<file path="config.mk">
export PLATFORM = sky130hd
export DESIGN_NAME = flash_burst_writer
export DESIGN_NICKNAME = d
export VERILOG_FILES = /design/src/rtl/fpw_pkg.sv /design/src/rtl/fpw_addr_ctr.sv /design/src/rtl/fpw_poll_timer.sv /design/src/rtl/fpw_bus_mux.sv /design/src/rtl/flash_burst_writer.sv
export SDC_FILE = /design/constraint.sdc
export NUM_CORES = 1
export LEC_CHECK = 0
export BUFFER_PORTS_ARGS = -buffer_cell sky130_fd_sc_hd__buf_4
export CORE_ASPECT_RATIO = 0.7
export CORE_MARGIN = 10
export CORE_UTILIZATION = 58
export DETAILED_ROUTE_END_ITERATION = 10
export PLACE_DENSITY = 0.93
export RECOVER_POWER = 50
export REMOVE_ABC_BUFFERS = 1
export SETUP_SLACK_MARGIN = 0.5
export SYNTH_ARGS = -nofsm -noshare
export SYNTH_HDL_FRONTEND = slang
export SYNTH_HIERARCHICAL = 1
export SYNTH_SLANG_ARGS = --single-unit
</file>
<file path="constraint.sdc">
create_clock -name clk -period 8.7 [get_ports clk]
set_input_delay 0.87 -clock clk [delete_from_list [all_inputs] [get_ports clk]]
set_output_delay 0.87 -clock clk [all_outputs]
set_load 0.02 [all_outputs]
</file>
<file path="src/rtl/fpw_pkg.sv">
package fpw_pkg;

    typedef enum logic [3:0] {
        S_IDLE,
        S_UNL1,
        S_UNL2,
        S_BYP,
        S_FETCH,
        S_PCMD,
        S_PDATA,
        S_POLL,
        S_RECHK,
        S_VERIFY,
        S_EXIT1,
        S_EXIT2,
        S_FIN
    } fpw_state_e;

    localparam logic [7:0] CMD_UNLOCK_A = 8'hAA;
    localparam logic [7:0] CMD_UNLOCK_B = 8'h55;
    localparam logic [7:0] CMD_BYPASS   = 8'h20;
    localparam logic [7:0] CMD_PROG     = 8'hA0;
    localparam logic [7:0] CMD_EXIT_A   = 8'h90;
    localparam logic [7:0] CMD_EXIT_B   = 8'h00;

    typedef struct packed {
        logic ready_bit;
        logic fail_bit;
    } poll_view_t;

    function automatic logic state_writes(fpw_state_e s);
        return (s == S_UNL1) || (s == S_UNL2) || (s == S_BYP) || (s == S_PCMD) ||
               (s == S_PDATA) || (s == S_EXIT1) || (s == S_EXIT2);
    endfunction

    function automatic logic state_reads(fpw_state_e s);
        return (s == S_POLL) || (s == S_RECHK) || (s == S_VERIFY);
    endfunction

    function automatic logic [7:0] cmd_for(fpw_state_e s);
        case (s)
            S_UNL1:  return CMD_UNLOCK_A;
            S_UNL2:  return CMD_UNLOCK_B;
            S_BYP:   return CMD_BYPASS;
            S_PCMD:  return CMD_PROG;
            S_EXIT1: return CMD_EXIT_A;
            default: return CMD_EXIT_B;
        endcase
    endfunction

    function automatic poll_view_t decode_poll(logic [7:0] low, logic want7);
        poll_view_t v;
        v.ready_bit = (low[7] == want7);
        v.fail_bit  = low[5];
        return v;
    endfunction

endpackage

</file>
<file path="src/rtl/fpw_addr_ctr.sv">
module fpw_addr_ctr #(
    parameter int unsigned AW = 22,
    parameter int unsigned CW = 16
) (
    input  logic          clk,
    input  logic          rst,
    input  logic          load,
    input  logic          step,
    input  logic [AW-1:0] base,
    input  logic [CW-1:0] count,
    output logic [AW-1:0] addr,
    output logic          last
);
    logic [CW-1:0] remaining;

    always_ff @(posedge clk) begin
        if (rst) begin
            addr      <= '0;
            remaining <= '0;
        end else if (load) begin
            addr      <= base;
            remaining <= count;
        end else if (step) begin
            addr      <= addr + 1'b1;
            remaining <= remaining - 1'b1;
        end
    end

    assign last = (remaining == CW'(1));

    // address only moves on a load or a step
    p_addr_hold_r9: assert property (@(posedge clk) disable iff (rst)
        (!load && !step) |=> $stable(addr));

endmodule

</file>
<file path="src/rtl/fpw_poll_timer.sv">
module fpw_poll_timer #(
    parameter int unsigned LIMIT = 4096
) (
    input  logic clk,
    input  logic rst,
    input  logic clear,
    input  logic run,
    output logic expired
);
    localparam int unsigned TW = $clog2(LIMIT + 1);
    localparam logic [TW-1:0] LAST = TW'(LIMIT - 1);

    logic [TW-1:0] cnt;

    always_ff @(posedge clk) begin
        if (rst || clear) begin
            cnt <= '0;
        end else if (run && cnt != LAST) begin
            cnt <= cnt + 1'b1;
        end
    end

    assign expired = run && (cnt == LAST);

    // the wait counter never passes its bound
    p_cnt_bound_r7: assert property (@(posedge clk) disable iff (rst)
        cnt < TW'(LIMIT));

endmodule

</file>
<file path="src/rtl/fpw_bus_mux.sv">
module fpw_bus_mux
    import fpw_pkg::*;
#(
    parameter int unsigned AW            = 22,
    parameter int unsigned DW            = 16,
    parameter int unsigned UNLOCK_ADDR_A = 'h555,
    parameter int unsigned UNLOCK_ADDR_B = 'h2AA
) (
    input  fpw_state_e    state,
    input  logic [AW-1:0] word_addr,
    input  logic [DW-1:0] word_data,
    output logic [AW-1:0] fl_addr,
    output logic [DW-1:0] fl_wdata,
    output logic          fl_we,
    output logic          fl_rd
);
    localparam logic [AW-1:0] UA = AW'(UNLOCK_ADDR_A);
    localparam logic [AW-1:0] UB = AW'(UNLOCK_ADDR_B);

    always_comb begin
        fl_we = state_writes(state);
        fl_rd = state_reads(state);
        if (state == S_PDATA || state_reads(state)) begin
            fl_addr = word_addr;
        end else if (state == S_UNL2) begin
            fl_addr = UB;
        end else begin
            fl_addr = UA;
        end
        if (state == S_PDATA) begin
            fl_wdata = word_data;
        end else begin
            fl_wdata = DW'(cmd_for(state));
        end
    end

endmodule

</file>
<file path="src/rtl/flash_burst_writer.sv">
module flash_burst_writer
    import fpw_pkg::*;
#(
    parameter int unsigned AW            = 22,
    parameter int unsigned DW            = 16,
    parameter int unsigned CW            = 16,
    parameter int unsigned POLL_LIMIT    = 4096,
    parameter int unsigned UNLOCK_ADDR_A = 'h555,
    parameter int unsigned UNLOCK_ADDR_B = 'h2AA
) (
    input  logic          clk,
    input  logic          rst,
    input  logic          start,
    input  logic [AW-1:0] start_addr,
    input  logic [CW-1:0] word_count,
    input  logic          wr_valid,
    input  logic [DW-1:0] wr_data,
    output logic          wr_ready,
    output logic          busy,
    output logic          done,
    output logic          error,
    output logic [AW-1:0] err_addr,
    output logic [AW-1:0] fl_addr,
    output logic [DW-1:0] fl_wdata,
    output logic          fl_we,
    output logic          fl_rd,
    input  logic [DW-1:0] fl_rdata
);
    fpw_state_e    state, state_nx;
    logic [DW-1:0] data_q;
    logic          error_q;
    logic [AW-1:0] err_addr_q;
    logic [AW-1:0] cur_addr;
    logic          is_last;
    logic          ctr_load, ctr_step;
    logic          tmr_expired;
    logic          fail_now;
    poll_view_t    pv;

    assign pv = decode_poll(fl_rdata[7:0], data_q[7]);

    fpw_addr_ctr #(.AW(AW), .CW(CW)) u_ctr (
        .clk   (clk),
        .rst   (rst),
        .load  (ctr_load),
        .step  (ctr_step),
        .base  (start_addr),
        .count (word_count),
        .addr  (cur_addr),
        .last  (is_last)
    );

    fpw_poll_timer #(.LIMIT(POLL_LIMIT)) u_tmr (
        .clk     (clk),
        .rst     (rst),
        .clear   (state == S_PDATA),
        .run     (state == S_POLL),
        .expired (tmr_expired)
    );

    fpw_bus_mux #(
        .AW(AW), .DW(DW),
        .UNLOCK_ADDR_A(UNLOCK_ADDR_A), .UNLOCK_ADDR_B(UNLOCK_ADDR_B)
    ) u_bus (
        .state     (state),
        .word_addr (cur_addr),
        .word_data (data_q),
        .fl_addr   (fl_addr),
        .fl_wdata  (fl_wdata),
        .fl_we     (fl_we),
        .fl_rd     (fl_rd)
    );

    always_comb begin
        state_nx = state;
        ctr_load = 1'b0;
        ctr_step = 1'b0;
        fail_now = 1'b0;
        case (state)
            S_IDLE: if (start) begin
                if (word_count == '0) begin
                    state_nx = S_FIN;
                end else begin
                    state_nx = S_UNL1;
                    ctr_load = 1'b1;
                end
            end
            S_UNL1:  state_nx = S_UNL2;
            S_UNL2:  state_nx = S_BYP;
            S_BYP:   state_nx = S_FETCH;
            S_FETCH: if (wr_valid) state_nx = S_PCMD;
            S_PCMD:  state_nx = S_PDATA;
            S_PDATA: state_nx = S_POLL;
            S_POLL: begin
                if (pv.ready_bit)      state_nx = S_VERIFY;
                else if (pv.fail_bit)  state_nx = S_RECHK;
                else if (tmr_expired)  fail_now = 1'b1;
            end
            S_RECHK: begin
                if (pv.ready_bit) state_nx = S_VERIFY;
                else              fail_now = 1'b1;
            end
            S_VERIFY: begin
                if (fl_rdata != data_q) begin
                    fail_now = 1'b1;
                end else if (is_last) begin
                    state_nx = S_EXIT1;
                end else begin
                    ctr_step = 1'b1;
                    state_nx = S_FETCH;
                end
            end
            S_EXIT1: state_nx = S_EXIT2;
            S_EXIT2: state_nx = S_FIN;
            S_FIN:   state_nx = S_IDLE;
            default: state_nx = S_IDLE;
        endcase
        if (fail_now) state_nx = S_EXIT1;
    end

    always_ff @(posedge clk) begin
        if (rst) begin
            state      <= S_IDLE;
            data_q     <= '0;
            error_q    <= 1'b0;
            err_addr_q <= '0;
        end else begin
            state <= state_nx;
            if (state == S_IDLE && start) begin
                error_q    <= 1'b0;
                err_addr_q <= '0;
            end
            if (state == S_FETCH && wr_valid) data_q <= wr_data;
            if (fail_now) begin
                error_q    <= 1'b1;
                err_addr_q <= cur_addr;
            end
        end
    end

    assign wr_ready = (state == S_FETCH);
    assign busy     = (state != S_IDLE);
    assign done     = (state == S_FIN);
    assign error    = error_q;
    assign err_addr = err_addr_q;

    // write and read strobes are exclusive
    p_strobe_excl_r11: assert property (@(posedge clk) disable iff (rst)
        !(fl_we && fl_rd));

    // done is a single-cycle pulse
    p_done_pulse_r10: assert property (@(posedge clk) disable iff (rst)
        done |=> !done);

    // an accepted word is followed by the program command
    p_take_cmd_r3: assert property (@(posedge clk) disable iff (rst)
        (wr_valid && wr_ready) |=> (fl_we && fl_wdata[7:0] == CMD_PROG));

    // every read targets the word in flight
    p_poll_addr_r4: assert property (@(posedge clk) disable iff (rst)
        fl_rd |-> (fl_addr == cur_addr));

    // a fresh failure goes straight to the exit command
    p_err_exit_r8: assert property (@(posedge clk) disable iff (rst)
        $rose(error) |-> (fl_we && fl_wdata[7:0] == CMD_EXIT_A));

    // empty request completes at once
    p_zero_done_r1: assert property (@(posedge clk) disable iff (rst)
        (!busy && start && word_count == '0) |=> (done && !fl_we && !fl_rd));

endmodule

</file>
After elaboration in Yosys (flattened, before gate mapping)
Cells that the tools add are included.
- add/subtract/negate cells: 3
- equality and inequality tests: 27
- muxes and demuxes: 34
- reduce and logical (&&, ||, !) cells: 22
- operators by type and width (cell ; count):
    2-to-1 mux 22 bit ; 5
    2-to-1 mux 16 bit ; 3
    case mux 4 bit (12 select lines) ; 1
    case mux 8 bit (5 select lines) ; 1
    2-to-1 mux 4 bit ; 9
    adder 22 x 1 -> 22 bit, second input constant ; 1
    equality test 4 bit, second input constant ; 5
    equality test 16 x 1 -> 1 bit, second input constant ; 1
    equality test 4 x 3 -> 1 bit, second input constant ; 4
    logical NOT 16 bit ; 1
    inequality test 16 bit ; 1
    subtractor 16 x 1 -> 16 bit, second input constant ; 1
    adder 13 x 1 -> 13 bit, second input constant ; 1
    equality test 13 x 12 -> 1 bit, second input constant ; 1
    2-to-1 mux 1 bit ; 13
    inequality test 13 x 12 -> 1 bit, second input constant ; 1
    inequality test 3 bit, second input constant ; 4
    2-to-1 mux 11 bit ; 1
    logical OR 1 bit ; 10
    AND reduction 5 bit ; 2
    equality test 4 x 2 -> 1 bit, second input constant ; 2
    inequality test 2 bit, second input constant ; 4
    equality test 4 x 1 -> 1 bit, second input constant ; 1
    logical AND 1 bit ; 4
    other kinds (8) ; 9
- flip-flop bits (word level): 94
- input port bits: 74
- output and inout port bits: 66
- word-level logic and storage cells: 94

Depth between registers and ports, before layout
Gate-level depths: netlist of the first run.
- depth in word-level cells: 8
- mapped depth: 14
- depth with buffers taken out: 11

By module
Netlist of the first run, hierarchy kept.
- by module, submodules not included (module ; times used ; cells each ; area an instance (um^2) ; seq. area each (um^2)):
    fpw_addr_ctr ; 1 ; 273 ; 2158.3 ; 760.7
    flash_burst_writer ; 1 ; 262 ; 2090.8 ; 860.8
    fpw_poll_timer ; 1 ; 74 ; 693.2 ; 260.2
    fpw_bus_mux ; 1 ; 90 ; 509.2 ; 0.0

Worst setup path before layout of the first run
OpenSTA, ideal clock, no wires.
- kind: input -> register
- from: in fl_rdata[7]
- to: reg u_ctr.addr[21]
- setup time: 115 ps
- data arrival time: 3611 ps
- data required time: 8585 ps
- path slack: 4974 ps
- stages: 9
- buffers on the path: 1
- path through: xnor2_4 -> nand4_1 -> or4_4 -> nor3b_1 -> nand4_1 -> or4_1 -> clkbuf_1 -> or4_1 -> and3_1
- word-level cells in the longest chain between the ends: 4
- ends and longest elaborated chain (item ; line ; RTL):
    from (decl) ; flash_burst_writer.sv:27 ; input logic [DW-1:0] fl_rdata
    inequality test 16 bit ; flash_burst_writer.sv:104 ; if (fl_rdata != data_q) begin
    2-to-1 mux 1 bit ; flash_burst_writer.sv:104 ;
    2-to-1 mux 1 bit ; flash_burst_writer.sv:79 ; case (state)
    named net ctr_step ; flash_burst_writer.sv:35 ; logic ctr_load, ctr_step;
    nonzero test 2 bit (no source line) ; -- ;
    to (signal assigned) ; fpw_addr_ctr.sv:21 ; addr <= base;
    to (signal assigned) ; fpw_addr_ctr.sv:24 ; addr <= addr + 1'b1;
    to (decl) ; fpw_addr_ctr.sv:11 ; output logic [AW-1:0] addr,
The timed path passes the listed nets, and every way through them passes these cells.
A chain may end at the register's enable or synchronous reset.

Worst setup path in the final report of the first run
- from: reg state[3]
- to: reg u_ctr.addr[21]
- word-level cells in the longest chain between the ends: 3
- elaborated cells on any way between the ends: 6
- those cells by class: eq/ne (1); mux (3); reduce/logical (2)
- ends and longest elaborated chain (item ; line ; RTL):
    from (decl) ; flash_burst_writer.sv:29 ; fpw_state_e state, state_nx;
    from (signal assigned) ; flash_burst_writer.sv:128 ; state <= state_nx;
    equality test 4 bit ; flash_burst_writer.sv:79 ;
    2-to-1 mux 1 bit ; flash_burst_writer.sv:79 ;
    named net ctr_step ; flash_burst_writer.sv:35 ;
    nonzero test 2 bit (no source line) ; -- ;
The timed path passes the listed nets, and every way through them passes these cells.

==> results.json, run 1 <==
{
  "routedWlPerCell_um": 17.5,
  "post-dp-hpwl_um": 11800,
  "fin_cells": 935,
  "clkLatencyLatePin_ns": 0.34,
  "ctsHoldBuffers": 0,
  "yosysUniqueCellTypes": 72,
  "grt_max_degree": 86,
  "cts_buffer_depth": 2,
  "crit_arrival_ns": 4.60,
  "synth-main-ff-cell": "dfxtp_1",
  "dr.pass1.iters": 6,
  "clk_pin_slew_ns": 0.06,
  "power.internal_uw": 809,
  "syn_avg_cell_area_um2": 7.80,
  "min_period_ns": 4.37,
  "clock-sinks": 94,
  "vias": 5655,
  "setup_viol": 0,
  "ys_seq_elements": 94,
  "synth_area_um2": 5450,
  "p_sw_share_pct": 31.8,
  "grt_setup_unrepaired": "no",
  "yosys.area.top_type": "dfxtp_1",
  "grt_overflow": 0,
  "syn_inst": 699,
  "ctsResizeCount": 0,
  "portBuffers": 139,
  "ioPinCount": 140,
  "first_iter_violations": 556,
  "required_ns": 8.93,
  "numCtsBuffers": 9,
  "vdd_ir_drop_max_mv": 0.116,
  "post_cts_buffers": 0,
  "critPathKind": "flip-flop to flip-flop",
  "cts_tree": "done",
  "totalWireLength_um": 16400,
  "cp-end-kind": "flip-flop",
  "fmax_ghz": 0.229,
  "root_buffer": "clkbuf_16",
  "worst_slew_pin_slew_ns": 1.18,
  "start_util_pct": 59.9,
  "met1_length_um": 6840,
  "status": "finished clean",
  "wl_met3_um": 1520,
  "p_clk_share_pct": 33.7,
  "ant_nets": 0,
  "grt_first_pass_wirelength_um": 25900,
  "p_switching_uw": 377,
  "antenna_found_initial": 0,
  "place_congestion": 0.917,
  "hold_viol_final": 0,
  "maxCapViolCount": 0,
  "rows": 29,
  "htree_levels": 3,
  "crit_path_max_fanout": 26,
  "globalRouteTotalUtil_pct": 22.6,
  "yosysWarnings": 6,
  "die_y_um": 101,
  "grt_pass1_vias": 5342,
  "post-route-period-util_pct": 50.2,
  "drc": 0,
  "dp_cells": 920,
  "layout-drive-gt1-share_pct": 17.5,
  "seq_area_frac_synth_pct": 34.5,
  "final_nets": 885,
  "critical_path.startpoint_type": "flip-flop",
  "synth_area_leaders": "dfxtp_1, nand2_1, a21oi_1",
  "power_density_nw_per_um2": 180,
  "route.met2.wl_um": 7820,
  "min_path_type": "flip-flop to flip-flop",
  "die_area_um2": 13700,
  "coreArea_um2": 9110,
  "async_flop_share_pct": 0,
  "synth_edf_count": 0,
  "p_comb_share_pct": 22.6,
  "die_w_um": 136,
  "fin_tns_setup_ns": 0,
  "synth_top_area_share_pct": 34.5,
  "finalMaxSlewViolations": 0,
  "antenna_cells": 0,
  "viasPerCell": 6.05,
  "power_leakage_nw": 2.42,
  "area_growth_pct": 21.0,
  "routed.top_layer": "met4",
  "clock_skew_ns": 0.00780,
  "seqPwrFrac_pct": 43.7,
  "slew-limit-headroom_pct": 20.7
}
==> synth_stat cells (5+ instances only) <==
master      n
dfxtp_1    94
nand2_1    81
nor2_1     57
a21oi_1    55
o21ai_0    43
nand3_1    34
clkbuf_1   30
xnor2_1    30
nand2b_1   29
and2_1     20
nor4_1     18
a211oi_1   17
inv_1      15
nand4_1    13
nor3_1     13
or3_1      11
and3_1      8
or4_1       8
a311oi_1    7
xor2_1      7
buf_2       6
o2bb2ai_1   6
or2_2       6
mux2i_1     5
nor2b_1     5
nor3b_1     5
==> worst max-delay path: stages, from the launching register on <==
cell and delay, ns:
dfxtp_1 0.84, inv_1 0.21, nor3b_1 0.65, nor3b_1 0.27, clkbuf_1 0.51, nand4_1 0.43
or4_1 0.68, or4_1 0.49, and3_1 0.17
==> logic make-up (layout without fill, tap and decap cells) <==
family | count (synthesis) | count (layout) | synth area share [%]
adders and majority gates | 4 | 4 | 0.918
buffers and inverters | 61 | 173 | 4.93
DFF | 94 | 94 | 34.5
AOI/OAI and AO/OA | 164 | 164 | 19.2
xor gates and xnor gates | 38 | 38 | 6.45
muxes | 6 | 6 | 1.12
and+or+nand+nor | 332 | 332 | 32.8
==> layer usage <==
layer,vias up,GRT usage (%)
li1,2717,-
met1,2636,27.6
met2,279,37.6
met3,23,7.32
met4,0,6.53
met5,-,0
==> cell usage in the layout (no fill, tap or decap), types with 5 or more instances in the layout <==
cell type and instances:
inv_1 15, o21ai_0 44, nor3_1 13, or3_1 11, or4_1 8, o2bb2ai_1 6, clkbuf_16 9, nor2_1 56
a21oi_1 54, nand3_1 34, nor4_1 18, a211oi_1 17, nand4_1 14, xor2_1 7, nor2b_1 5, a311oi_1 7
nor3b_1 5, or2_2 6, mux2i_1 5, dfxtp_1 94, nand2b_1 29, clkbuf_1 39, and2_1 17, buf_4 104
nand2_1 81, xnor2_1 30, and3_1 8
==> flip-flops by register name, indices dropped and copies added, names as in the netlist <==
register         flops
u_tmr/cnt           13
u_ctr/addr          22
u_ctr/remaining     16
err_addr            22
error                1
state                4
data_q              16
==> metrics by stage <==
stage | setup slack, ns | utilization (%) | instance area [um2] | power [mW] | hold slack (ns)
5_1_grt | 4.07 | 72.4 | 6600 | 1.23 | 0.489
3_3_place_gp | 4.66 | 71.2 | 6490 | 0.783 | 0.457
3_5_place_dp | 4.61 | 71.2 | 6490 | 0.797 | 0.467
2_1_floorplan | 4.31 | - | 5240 | 0.675 | 0.451
6_report | 4.33 | 72.4 | 6600 | 1.19 | 0.470
4_1_cts | 4.80 | 74.5 | 6790 | 1.19 | 0.478
==> power by group through the flow <==
stage	Clock, mW	Sequential [mW]	Combinational (mW)
2_1_floorplan	0	0.509	0.166
3_3_place_gp	0	0.522	0.261
3_5_place_dp	0	0.525	0.272
4_1_cts	0.402	0.516	0.273
5_1_grt	0.420	0.524	0.291
6_report	0.400	0.518	0.267
==> final timing paths <==
check	start	end	slack, ns	cells past startpoint
worst max-delay path	state[3]	u_ctr/addr[21]	4.33	8
worst min-delay path	err_addr[13]	err_addr[13]	0.47	2
worst max register to register	state[3]	u_ctr/addr[21]	4.33	8
worst min register to register	err_addr[13]	err_addr[13]	0.47	2
==> layout make-up <==
class                      instances  area, um2
multi-input combinational        544       3280
fill                             727       2510
sequential                        94       1880
timing repair buffer             142        923
clock buffer                      12        256
tap                              124        155
inverter                          16       60.1
clock inverter                     3       43.8
Power figures use the tool's default switching activity.
==> inputs of run 2 (changes only) <==
--- a/config.mk
+++ b/config.mk
@@ -8,9 +8,9 @@
 export BUFFER_PORTS_ARGS = -buffer_cell sky130_fd_sc_hd__buf_4
 export CORE_ASPECT_RATIO = 0.7
 export CORE_MARGIN = 10
-export CORE_UTILIZATION = 58
+export CORE_UTILIZATION = 49
 export DETAILED_ROUTE_END_ITERATION = 10
-export PLACE_DENSITY = 0.93
+export PLACE_DENSITY = 0.85
 export RECOVER_POWER = 50
 export REMOVE_ABC_BUFFERS = 1
 export SETUP_SLACK_MARGIN = 0.5
==> constraint.sdc (replaced) <==
create_clock -name clk -period 3.68 [get_ports clk]
set_input_delay 0.368 -clock clk [delete_from_list [all_inputs] [get_ports clk]]
set_output_delay 0.368 -clock clk [all_outputs]
set_load 0.02 [all_outputs]
==> results.json, run 2 (synthesis results as in run 1) <==
{
  "start_util_pct": 49.9,
  "ioPinCount": 140,
  "vias": 5677,
  "drc": 0,
  "placed_cell_area_um2": 6610,
  "worst_slew_pin_slew_ns": 0.878,
  "layout-drive-gt1-share_pct": 19.4,
  "totalWireLength_um": 17200,
  "reg2reg_slack_ns": 0.57,
  "numCtsBuffers": 9,
  "cp-end-kind": "flip-flop",
  "root_buffer": "clkbuf_16",
  "critical_path.startpoint_type": "flip-flop",
  "cts_buffer_depth": 2,
  "htree_levels": 3,
  "die_y_um": 108,
  "antenna_found_initial": 1,
  "area_growth_pct": 25.2,
  "vdd_ir_drop_max_mv": 0.228,
  "min_path_type": "input port to flip-flop",
  "place_congestion": 0.871,
  "clock_skew_ns": 0.00502,
  "crit_arrival_ns": 3.34,
  "min_period_ns": 3.11,
  "num-fill-cells": 995,
  "ctsHoldBuffers": 0,
  "grt_pass1_vias": 5169,
  "clock-sinks": 94,
  "required_ns": 3.92,
  "mostFrequentLayoutCells": "buf_4, dfxtp_1, nand2_1, nor2_1, a21oi_1",
  "power_density_nw_per_um2": 418,
  "coreArea_um2": 10900,
  "viasPerCell": 5.78,
  "fin_ws_ns": 0.574,
  "first_iter_violations": 490,
  "maxCapViolCount": 0,
  "hold_viol_final": 0,
  "setup_viol": 0,
  "power_leakage_nw": 2.50,
  "cts_tree": "done",
  "ant_nets": 0,
  "pre_cts_ws_ns": 0.252,
  "portBuffers": 139,
  "clkLatencyLatePin_ns": 0.34,
  "dp_cells": 961,
  "fin_cells": 982,
  "post-route-period-util_pct": 84.4,
  "die_area_um2": 15800,
  "grt_overflow": 0,
  "fin_tns_setup_ns": 0,
  "utilization_pct": 62.4,
  "critPathKind": "flip-flop to flip-flop",
  "rows": 32,
  "slew-limit-headroom_pct": 41.1,
  "grt_setup_unrepaired": "yes",
  "grt_max_degree": 62,
  "routedWlPerCell_um": 17.5,
  "finalInstanceArea_um2": 6830,
  "layout_commonest_cell": "buf_4",
  "fmax_ghz": 0.322,
  "dr.pass1.iters": 5,
  "antenna_cells": 0,
  "final_nets": 902,
  "grt_first_pass_wirelength_um": 26700,
  "finalMaxSlewViolations": 0,
  "post-dp-hpwl_um": 11800,
  "status": "finished clean",
  "crit_path_max_fanout": 10,
  "clk_pin_slew_ns": 0.07,
  "die_w_um": 146,
  "globalRouteTotalUtil_pct": 20.2
}
## run 2: routing by layer
| layer | wire length, um | track usage, % |
|---|---|---|
| met3 | 1680 | 7.10 |
| met1 | 7670 | 26.4 |
| met5 | 13 | 0 |
| met2 | 7730 | 32.1 |
| met4 | 110 | 3.63 |
## run 2: worst paths after layout
check                 from  cells past startpoint             end
max reg2reg     data_q[14]                     11  u_ctr/addr[14]
min          start_addr[1]                      3   u_ctr/addr[1]
min reg2reg          error                      2           error
max             data_q[14]                     11  u_ctr/addr[14]
## run 2: area by class of cell
| class | count | area, um2 | share of cell area, % |
|---|---|---|---|
| Inverter | 16 | 60.1 | 0.880 |
| Clock inverter | 2 | 38.8 | 0.568 |
| Tap cell | 153 | 191 | 2.80 |
| Multi-Input combinational cell | 545 | 3350 | 49.1 |
| Sequential cell | 94 | 1890 | 27.6 |
| Timing Repair Buffer | 158 | 1020 | 15.0 |
| Clock buffer | 14 | 274 | 4.01 |
## run 2: stage by stage
stage | power, mW | hold slack (ns)
after CTS | 2.88 | 0.251
after floorplan | 1.60 | 0.437
after global routing | 2.97 | 0.259
after global placement | 1.88 | 0.445
after detailed placement | 1.90 | 0.451
final | 2.85 | 0.262
## run 2: timing repair
action	in CTS	in global routing
cloned	0	1
gates resized for setup	2	8
buffers inserted	1	3
endpoints found under the setup margin	6	16
pin swaps	1	6
## run 2: power by group
group | switching, mW | leakage [nW] | total, mW | internal [mW]
clock | 0.397 | 0.153 | 0.982 | 0.585
combinational | 0.406 | 1.58 | 0.670 | 0.264
sequential | 0.108 | 0.766 | 1.20 | 1.09
total | 0.911 | 2.50 | 2.85 | 1.94
## run 2: critical path, stage by stage (launching register included)
cell and delay (ns):
dfxtp_1 0.34, xnor2_1 0.18, nand4_1 0.12, or4_4 0.59, nor3b_4 0.27, buf_4 0.16
buf_4 0.16, nand4_1 0.15, buf_4 0.20, nor4_2 0.39, nor3_1 0.14, a2111oi_2 0.29
